## src/rtl/swz_pkg.sv

```systemverilog
`timescale 1ns/1ps
package swz_pkg;

    typedef enum logic [2:0] {
        SWZ_NONE      = 3'd0,
        SWZ_B9        = 3'd1,
        SWZ_B9_10     = 3'd2,
        SWZ_B9_11     = 3'd3,
        SWZ_B9_10_11  = 3'd4,
        SWZ_B9_17     = 3'd5,
        SWZ_B9_10_17  = 3'd6,
        SWZ_UNKNOWN   = 3'd7
    } swz_mode_e;

    typedef enum logic [1:0] {
        TILE_LINEAR = 2'd0,
        TILE_X      = 2'd1,
        TILE_Y      = 2'd2,
        TILE_RSVD   = 2'd3
    } tile_kind_e;

    typedef enum logic [1:0] {
        CHAN_SINGLE = 2'd0,
        CHAN_ASYM   = 2'd1,
        CHAN_INTLV  = 2'd2,
        CHAN_RSVD   = 2'd3
    } chan_mode_e;

    localparam int SWZ_NUM_TERMS = 4;

    // Mask of XOR terms in the order {bit17, bit11, bit10, bit9}
    function automatic logic [SWZ_NUM_TERMS-1:0] swz_term_mask(input swz_mode_e m);
        case (m)
            SWZ_B9:       return 4'b0001;
            SWZ_B9_10:    return 4'b0011;
            SWZ_B9_11:    return 4'b0101;
            SWZ_B9_10_11: return 4'b0111;
            SWZ_B9_17:    return 4'b1001;
            SWZ_B9_10_17: return 4'b1011;
            default:      return 4'b0000;
        endcase
    endfunction

endpackage

```

## src/rtl/swz_mode_decode.sv

```systemverilog
`timescale 1ns/1ps
module swz_mode_decode
    import swz_pkg::*;
#(
    parameter int DIMM_W = 8
) (
    input  logic              dimm_style_i,
    input  logic              read_ok_i,
    input  logic [1:0]        chan_mode_i,
    input  logic              xor_off_i,
    input  logic              xor_b17_i,
    input  logic [DIMM_W-1:0] dimm_a_i,
    input  logic [DIMM_W-1:0] dimm_b_i,
    output swz_mode_e         mode_x_o,
    output swz_mode_e         mode_y_o
);

    always_comb begin
        mode_x_o = SWZ_NONE;
        mode_y_o = SWZ_NONE;
        if (!read_ok_i) begin
            mode_x_o = SWZ_UNKNOWN;
            mode_y_o = SWZ_UNKNOWN;
        end else if (dimm_style_i) begin
            if (dimm_a_i == dimm_b_i) begin
                mode_x_o = SWZ_B9_10;
                mode_y_o = SWZ_B9;
            end
        end else begin
            case (chan_mode_e'(chan_mode_i))
                CHAN_INTLV: begin
                    if (xor_off_i) begin
                        mode_x_o = SWZ_B9_10;
                        mode_y_o = SWZ_B9;
                    end else if (xor_b17_i) begin
                        mode_x_o = SWZ_B9_10_17;
                        mode_y_o = SWZ_B9_17;
                    end else begin
                        mode_x_o = SWZ_B9_10_11;
                        mode_y_o = SWZ_B9_11;
                    end
                end
                CHAN_RSVD: begin
                    mode_x_o = SWZ_UNKNOWN;
                    mode_y_o = SWZ_UNKNOWN;
                end
                default: begin
                    mode_x_o = SWZ_NONE;
                    mode_y_o = SWZ_NONE;
                end
            endcase
        end
    end

endmodule

```

## src/rtl/swz_bit6_xor.sv

```systemverilog
`timescale 1ns/1ps
module swz_bit6_xor
    import swz_pkg::*;
#(
    parameter int ADDR_W = 32
) (
    input  logic [ADDR_W-1:0] addr_i,
    input  swz_mode_e         mode_i,
    output logic [ADDR_W-1:0] addr_o
);

    localparam int TARGET_BIT = 6;
    localparam int TERM_POS [SWZ_NUM_TERMS] = '{9, 10, 11, 17};

    logic [SWZ_NUM_TERMS-1:0] mask;
    logic [SWZ_NUM_TERMS-1:0] term;

    assign mask = swz_term_mask(mode_i);

    for (genvar g = 0; g < SWZ_NUM_TERMS; g++) begin : g_term
        assign term[g] = mask[g] & addr_i[TERM_POS[g]];
    end

    always_comb begin
        addr_o             = addr_i;
        addr_o[TARGET_BIT] = addr_i[TARGET_BIT] ^ (^term);
    end

endmodule

```

## src/rtl/swz_top.sv

```systemverilog
`timescale 1ns/1ps
module swz_top
    import swz_pkg::*;
#(
    parameter int ADDR_W = 32,
    parameter int DIMM_W = 8
) (
    input  logic              clk,
    input  logic              rst_n,
    input  logic              cfg_load,
    input  logic              cfg_dimm_style,
    input  logic              cfg_read_ok,
    input  logic [1:0]        cfg_chan_mode,
    input  logic              cfg_xor_off,
    input  logic              cfg_xor_b17,
    input  logic [DIMM_W-1:0] cfg_dimm_a,
    input  logic [DIMM_W-1:0] cfg_dimm_b,
    input  logic              in_valid,
    output logic              in_ready,
    input  logic [1:0]        in_tile,
    input  logic [ADDR_W-1:0] in_addr,
    output logic              out_valid,
    input  logic              out_ready,
    output logic [ADDR_W-1:0] out_addr,
    output logic              out_err,
    output logic [2:0]        mode_x,
    output logic [2:0]        mode_y
);

    localparam logic [ADDR_W-1:0] BIT6_ONLY = ADDR_W'(64);

    typedef struct packed {
        swz_mode_e         mode_x;
        swz_mode_e         mode_y;
        logic              ov;
        logic [ADDR_W-1:0] addr;
        logic              err;
    } state_t;

    state_t    st_d, st_q;
    swz_mode_e dec_x, dec_y;
    swz_mode_e sel_mode;
    logic      tiled;
    logic      fire;
    logic [ADDR_W-1:0] xl_addr;

    swz_mode_decode #(.DIMM_W(DIMM_W)) i_decode (
        .dimm_style_i (cfg_dimm_style),
        .read_ok_i    (cfg_read_ok),
        .chan_mode_i  (cfg_chan_mode),
        .xor_off_i    (cfg_xor_off),
        .xor_b17_i    (cfg_xor_b17),
        .dimm_a_i     (cfg_dimm_a),
        .dimm_b_i     (cfg_dimm_b),
        .mode_x_o     (dec_x),
        .mode_y_o     (dec_y)
    );

    always_comb begin
        tiled    = 1'b0;
        sel_mode = SWZ_NONE;
        case (tile_kind_e'(in_tile))
            TILE_X: begin
                tiled    = 1'b1;
                sel_mode = st_q.mode_x;
            end
            TILE_Y: begin
                tiled    = 1'b1;
                sel_mode = st_q.mode_y;
            end
            default: begin
                tiled    = 1'b0;
                sel_mode = SWZ_NONE;
            end
        endcase
    end

    swz_bit6_xor #(.ADDR_W(ADDR_W)) i_xor (
        .addr_i (in_addr),
        .mode_i (sel_mode),
        .addr_o (xl_addr)
    );

    assign in_ready = !st_q.ov || out_ready;
    assign fire     = in_valid && in_ready;

    always_comb begin
        st_d = st_q;
        if (cfg_load) begin
            st_d.mode_x = dec_x;
            st_d.mode_y = dec_y;
        end
        if (fire) begin
            st_d.ov   = 1'b1;
            st_d.addr = xl_addr;
            st_d.err  = tiled && (sel_mode == SWZ_UNKNOWN);
        end else if (out_ready) begin
            st_d.ov = 1'b0;
        end
    end

    always_ff @(posedge clk or negedge rst_n) begin
        if (!rst_n) begin
            st_q.mode_x <= SWZ_UNKNOWN;
            st_q.mode_y <= SWZ_UNKNOWN;
            st_q.ov     <= 1'b0;
            st_q.addr   <= '0;
            st_q.err    <= 1'b0;
        end else begin
            st_q <= st_d;
        end
    end

    assign out_valid = st_q.ov;
    assign out_addr  = st_q.addr;
    assign out_err   = st_q.err;
    assign mode_x    = st_q.mode_x;
    assign mode_y    = st_q.mode_y;

    // Failed configuration read must leave both modes unknown
    assert_badread_unknown_R5: assert property (@(posedge clk) disable iff (!rst_n)
        (cfg_load && !cfg_read_ok) |=> (mode_x == 3'd7 && mode_y == 3'd7));

    // Modes only move on a load
    assert_mode_hold_R7: assert property (@(posedge clk) disable iff (!rst_n)
        !cfg_load |=> ($stable(mode_x) && $stable(mode_y)));

    // Only bit 6 may differ between an accepted address and its result
    assert_only_bit6_R8: assert property (@(posedge clk) disable iff (!rst_n)
        fire |=> (((out_addr ^ $past(in_addr)) & ~BIT6_ONLY) == '0));

    // Linear accesses pass unchanged without error
    assert_linear_pass_R9: assert property (@(posedge clk) disable iff (!rst_n)
        (fire && !tiled) |=> (out_addr == $past(in_addr) && !out_err));

    // Tiled access in unknown mode flags error and passes unchanged
    assert_unknown_err_R10: assert property (@(posedge clk) disable iff (!rst_n)
        (fire && ((in_tile == 2'd1 && mode_x == 3'd7) || (in_tile == 2'd2 && mode_y == 3'd7)))
        |=> (out_err && out_addr == $past(in_addr)));

    // Accepted access is valid one cycle later
    assert_latency_R11: assert property (@(posedge clk) disable iff (!rst_n)
        fire |=> out_valid);

    // Stalled output holds
    assert_stall_hold_R12: assert property (@(posedge clk) disable iff (!rst_n)
        (out_valid && !out_ready) |=> (out_valid && $stable(out_addr) && $stable(out_err)));

endmodule

```

## config.mk

```make
export PLATFORM = sky130hd
export DESIGN_NAME = swz_top
export DESIGN_NICKNAME = d
export VERILOG_FILES = /design/src/rtl/swz_pkg.sv /design/src/rtl/swz_mode_decode.sv /design/src/rtl/swz_bit6_xor.sv /design/src/rtl/swz_top.sv
export SDC_FILE = /design/constraint.sdc
export NUM_CORES = 1
export LEC_CHECK = 0
export ABC_AREA = 1
export BUFFER_PORTS_ARGS = -buffer_cell sky130_fd_sc_hd__buf_2
export CORE_UTILIZATION = 45
export CTS_CLUSTER_DIAMETER = 40
export CTS_CLUSTER_SIZE = 14
export DETAILED_ROUTE_END_ITERATION = 6
export PLACE_DENSITY = 0.82
export REMOVE_ABC_BUFFERS = 1
export SKIP_CTS_REPAIR_TIMING = 1
export SLEW_MARGIN = 20
export SYNTH_ARGS = -nofsm -noshare
export SYNTH_HDL_FRONTEND = slang
export SYNTH_SLANG_ARGS = --single-unit
```

## constraint.sdc

```tcl
create_clock -name clk -period 1.45 [get_ports clk]
set_input_delay 0.29 -clock clk [delete_from_list [all_inputs] [get_ports clk]]
set_output_delay 0.29 -clock clk [all_outputs]
set_load 0.1 [all_outputs]
```

==> results.yml, run 1 <==
global_route:
  grtUsageTotal: 0.209
  antenna_found_initial: 0
  grt.overflow.total: 0
  grt_pass1_wl_microns: 7090
  grt_max_degree: 32
  grt_pass1_vias: 1666
timing:
  max_clock_freq_mhz: 671
  setup_viol: 1
  tightest_slew_ns: 0.501
  post-route-min-period_ns: 1.49
  slew_violations: 0
  slew_headroom: 0.668
  fin_setup_tns_ns: -0.0406
  skew_ns: 0.00559
  rsz0062_at_grt: "yes"
  setup_ws_ns: -0.0406
  hold_viol: 0
  fin_crit_sh: 1.03
  hold_ws_ns: 0.200
die:
  ios: 102
  dieArea_sq_um: 4540
  die_w_microns: 67.4
  core-area_sq_um: 4060
  die_h_microns: 67.4
  start_util: 0.474
  row_count: 23
worst_setup_path:
  worst_setup_path_end_kind: "flip-flop"
  cp_num_buf_inv: 0
  critPathKind: "reg2reg"
  critPathSlowestCell: "dfstp_2"
  path_cells: "nand2_2, nand2_4, nand2_4, nand2_4, nand2_2, nand2_2, nand3_1, nand2_1, nand2_1, nand3_1, nand2_1"
  cp_max_fo: 5
  required_ns: 1.63
  start_kind: "flip-flop"
  worstPathArrival_ns: 1.67
  cpPeakStageDelay_ns: 0.56
  cp_top_family: "simple AND/OR/NAND/NOR gates"
place:
  place_area_sq_um: 2640
  dp_hpwl_microns: 3540
  dp_cells: 406
  place.port_buffers: 101
  post-place-ws_ns: -0.180
  routabilityCongestion: 0.778
synthesis:
  async_flop_share: 1.00
  synth_cells: 251
  synth_edf_count: 0
  avgSynthCellArea_sq_um: 7.66
  synth_commonest_cells: "nand2_1 (138), dfrtp_1 (34), inv_1 (17)"
  yosys.area.top_type: "dfrtp_1"
  synth-main-ff-cell: "dfrtp_1"
  ys_seq_area_frac: 0.525
  synth_seq_cells: 40
  yosysTopAreaCellShare: 0.443
  yosysUniqueCellTypes: 23
  yosysMostFrequentCell: "nand2_1"
  yosys-top-cells-area: "dfrtp_1 (44%), nand2_1 (27%), dfstp_2 (8.2%), inv_1 (3.3%), nand3_1 (3.1%)"
  syn_area_sq_um: 1920
  yosysWarningCount: 0
min_path:
  hp-class: "in2reg"
power:
  ir_worst_vdd_v: 0.000897
  power.leakage_nw: 1.68
  p_per_area_nw_per_um2: 1450
clocking:
  clk_pin_slew_ns: 0.08
  numCtsBuffers: 5
  clk_latency_ns: 0.28
  cts.path.max_buffers: 2
  cts_tree: "yes"
  cts_sinks: 40
  h-tree-depth: 2
  cts-root-buf: "clkbuf_8"
final_layout:
  multi_input_area_sq_um: 870
  synthToLayoutAreaGrowth_pct: 47.5
  final_cell_area_sq_um: 2830
  nNetsFinal: 428
  drive_gt1_frac: 0.410
  stdcell_count: 416
  seq_area_sq_um: 1010
  fillers: 340
  antenna_cells: 0
route:
  detail-route-antenna-nets: 0
  firstDrtPassIters: 4
  drt_iter0_drc: 116
  routed_wl_microns: 4660
  vias_per_cell: 4.60
  routedWlPerCell_microns: 11.2
  via_count: 1912
  drcViolationCount: 0
flow_run:
  drv_cap: 0
run_status:
  violations: "setup timing"
  status: "finished, violations left"
-- where the power goes --
| part | switching, W | leakage [nW] | internal, W |
|---|---|---|---|
| Combinational | 0.00148 | 1.14 | 0.000387 |
| Sequential | 0.0000773 | 0.481 | 0.00128 |
| Clock | 0.000362 | 0.0552 | 0.000511 |
| Total | 0.00192 | 1.68 | 0.00217 |
-- worst min-delay path, delay by kind of cell --
family / cells / cell delay [ns]
buffers and inverters: 1 / 0.07
and+or+nand+nor: 2 / 0.08
-- through the flow --
step	utilization	power (W)
floorplan	-	0.00275
global placement	0.651	0.00319
detailed placement	0.651	0.00321
CTS	0.677	0.00409
global route	0.698	0.00429
finish	0.698	0.00410
-- sequential cells by signal, summed over array words and instances, names as in the netlist --
register   cells
mode_x         3
mode_y         3
out_err        1
out_valid      1
out_addr      32
-- cell families (layout without fill, tap and decap cells) --
family,count (synthesis),count (layout),share of synthesized area
XOR/XNOR,4,4,0.0182
AO/OA/AOI/OAI,7,7,0.0215
flip-flops,40,40,0.525
buffers and inverters,27,142,0.0566
AND/OR/NAND/NOR,171,171,0.366
adder cells (fa/ha/maj),2,2,0.0130
-- path summary, 6_finish.rpt --
path                             start            to  slack (ns)  cells past startpoint
min in group asynchronous        rst_n  out_addr[23]        0.48                      2
max reg2reg                  mode_x[1]   out_addr[6]       -0.04                     11
min                        in_addr[23]  out_addr[23]        0.20                      3
max in group asynchronous        rst_n  out_addr[14]        0.45                      3
max                          mode_x[1]   out_addr[6]       -0.04                     11
min reg2reg                out_addr[9]   out_addr[9]        0.47                      2
-- cells in the final DEF, fill, tap and decap left out, types with 2 or more instances in the layout --
cell | Yosys | layout
buf_2 | 6 | 94
nand3_1 | 12 | 10
inv_1 | 17 | 17
buf_4 | 0 | 10
nor2_1 | 6 | 5
nand2_4 | 1 | 6
o21ai_0 | 3 | 3
nand2_2 | 6 | 9
dfstp_2 | 6 | 6
ha_1 | 2 | 2
inv_2 | 4 | 4
nand2_1 | 138 | 130
clkbuf_8 | 0 | 5
buf_12 | 0 | 7
dfrtp_1 | 34 | 34
nor3_1 | 2 | 2
xor2_1 | 3 | 3
nand4_1 | 3 | 3
-- layer usage --
metal / global-route usage / part of all wire / vias up
li1: - / - / 987
met1: 0.250 / 0.43 / 867
met2: 0.373 / 0.52 / 54
met3: 0.0473 / 0.038 / 4
met4: 0.0559 / 0.0088 / 0
met5: 0 / 0 / -
-- layout make-up --
cell class | count | area share
inverter | 21 | 0.0278
timing repair buffer | 113 | 0.249
multi-input combinational | 184 | 0.307
clock buffer | 6 | 0.0256
sequential | 40 | 0.356
tap | 50 | 0.0221
clock inverter | 2 | 0.0124
(Power assumes the default switching activity.)
==> inputs of run 2 (changes only) <==
--- a/config.mk
+++ b/config.mk
@@ -11,6 +11,7 @@
 export CTS_CLUSTER_DIAMETER = 40
 export CTS_CLUSTER_SIZE = 14
 export DETAILED_ROUTE_END_ITERATION = 6
+export MAX_ROUTING_LAYER = met4
 export PLACE_DENSITY = 0.82
 export REMOVE_ABC_BUFFERS = 1
 export SKIP_CTS_REPAIR_TIMING = 1
==> results.yml, run 2 (synthesis gave the netlist of run 1 again) <==
timing:
  skew_ns: 0.00561
  hold_ws_ns: 0.197
  max_clock_freq_mhz: 673
  setup_ws_ns: -0.0359
  tightest_slew_ns: 0.501
  post-route-min-period_ns: 1.49
  slew_violations: 0
  setup_viol: 1
  hold_viol: 0
  slew_headroom: 0.669
  rsz0062_at_grt: "yes"
  fin_crit_sh: 1.02
global_route:
  grt_pass1_vias: 1671
  grt_pass1_wl_microns: 7080
  grt_max_degree: 32
  grtUsageTotal: 0.214
  grt.overflow.total: 0
  antenna_found_initial: 0
clocking:
  h-tree-depth: 2
  cts.path.max_buffers: 2
  clk_latency_ns: 0.28
  cts-root-buf: "clkbuf_8"
  cts_sinks: 40
  cts_tree: "yes"
  numCtsBuffers: 5
  clk_pin_slew_ns: 0.08
power:
  power.share.clock: 0.213
  fin_total_pwr_w: 0.00410
  pwr-share-comb: 0.456
  power_frac_seq: 0.330
  p_per_area_nw_per_um2: 1450
  swShare: 0.470
  p_switching_w: 0.00193
  p_int_w: 0.00217
  power.leakage_nw: 1.68
  ir_worst_vdd_v: 0.000898
worst_setup_path:
  critPathKind: "reg2reg"
  cp_max_fo: 5
  start_kind: "flip-flop"
  cp_top_family: "simple AND/OR/NAND/NOR gates"
  critPathSlowestCell: "dfstp_2"
  path_cells: "nand2_2, nand2_4, nand2_4, nand2_4, nand2_2, nand2_2, nand3_1, nand2_1, nand2_1, nand3_1, nand2_1"
  worstPathArrival_ns: 1.66
  worst_setup_path_end_kind: "flip-flop"
  required_ns: 1.63
  cp_num_buf_inv: 0
  cpPeakStageDelay_ns: 0.56
final_layout:
  synthToLayoutAreaGrowth_pct: 47.6
  largest_reg_flops: 32
  drive_gt1_frac: 0.410
  antenna_cells: 0
  nNetsFinal: 428
  layout_common_cells: "nand2_1 (130), buf_2 (94), dfrtp_1 (34), inv_1 (17)"
  stdcell_count: 416
  final_util: 0.699
  final_common_cell: "nand2_1"
die:
  start_util: 0.474
  dieArea_sq_um: 4540
  die_h_microns: 67.4
  die_w_microns: 67.4
  row_count: 23
  core-area_sq_um: 4060
  ios: 102
route:
  routedWlPerCell_microns: 11.2
  via_count: 1921
  drt_iter0_drc: 120
  detail-route-antenna-nets: 0
  routed_wl_microns: 4660
  drcViolationCount: 0
  firstDrtPassIters: 4
  vias_per_cell: 4.62
place:
  dp_cells: 406
  routabilityCongestion: 0.789
  dp_hpwl_microns: 3540
  place.port_buffers: 101
run_status:
  status: "finished, violations left"
  violations: "setup timing"
min_path:
  hp-class: "in2reg"
flow_run:
  drv_cap: 0
## run 2: cell counts in the layout (fill, tap and decap cells not counted)
No cell type changed its count.
## run 2: routing by layer
| layer | GRT usage | part of all wire | up-vias |
|---|---|---|---|
| met1 | 0.251 | 0.44 | 872 |
| met2 | 0.373 | 0.51 | 54 |
| li1 | - | - | 989 |
| met3 | 0.0355 | 0.035 | 6 |
| met5 | - | 0 | - |
| met4 | 0.0638 | 0.011 | 0 |
## run 2: worst register-to-register path, delay by kind of cell (launching register included)
family / cells / cell delay [ns]
flops: 1 / 0.56
simple gates: 11 / 0.82
## run 2: power by group through the flow
| stage | registers, W | logic, W | clock network [W] |
|---|---|---|---|
| global placement | 0.00137 | 0.00182 | 0 |
| CTS | 0.00135 | 0.00184 | 0.000901 |
| detailed placement | 0.00137 | 0.00184 | 0 |
| floorplan | 0.00247 | 0.000280 | 0 |
| global route | 0.00137 | 0.00196 | 0.000951 |
| finish | 0.00135 | 0.00187 | 0.000876 |
## run 2: per-stage QoR
step                worst slack [ns]  setup TNS (ns)  instance area, sq um
floorplan                      -1.86          -61.17                  1890
global placement              -0.114          -0.114                  2640
detailed placement            -0.180          -0.180                  2640
CTS                          -0.0210         -0.0210                  2750
global route                  -0.120          -0.124                  2840
finish                       -0.0359         -0.0359                  2840
## run 2: final timing paths
path / from / endpoint / slack (ns) / cells after the start
worst min-delay path: in_addr[7] / out_addr[7] / 0.20 / 3
worst min register to register: out_addr[9] / out_addr[9] / 0.47 / 2
worst max register to register: mode_x[1] / out_addr[6] / -0.04 / 11
max in group asynchronous: rst_n / out_addr[14] / 0.45 / 3
worst max-delay path: mode_x[1] / out_addr[6] / -0.04 / 11
min in group asynchronous: rst_n / out_addr[23] / 0.48 / 2
## run 2: cell type report
type	instances	area [sq um]
Clock inverter	2	35.0
Multi-Input combinational cell	184	870
Sequential cell	40	1010
Tap cell	50	62.6
Fill cell	340	1220
Inverter	21	81.3
Timing Repair Buffer	113	707
Clock buffer	6	72.6
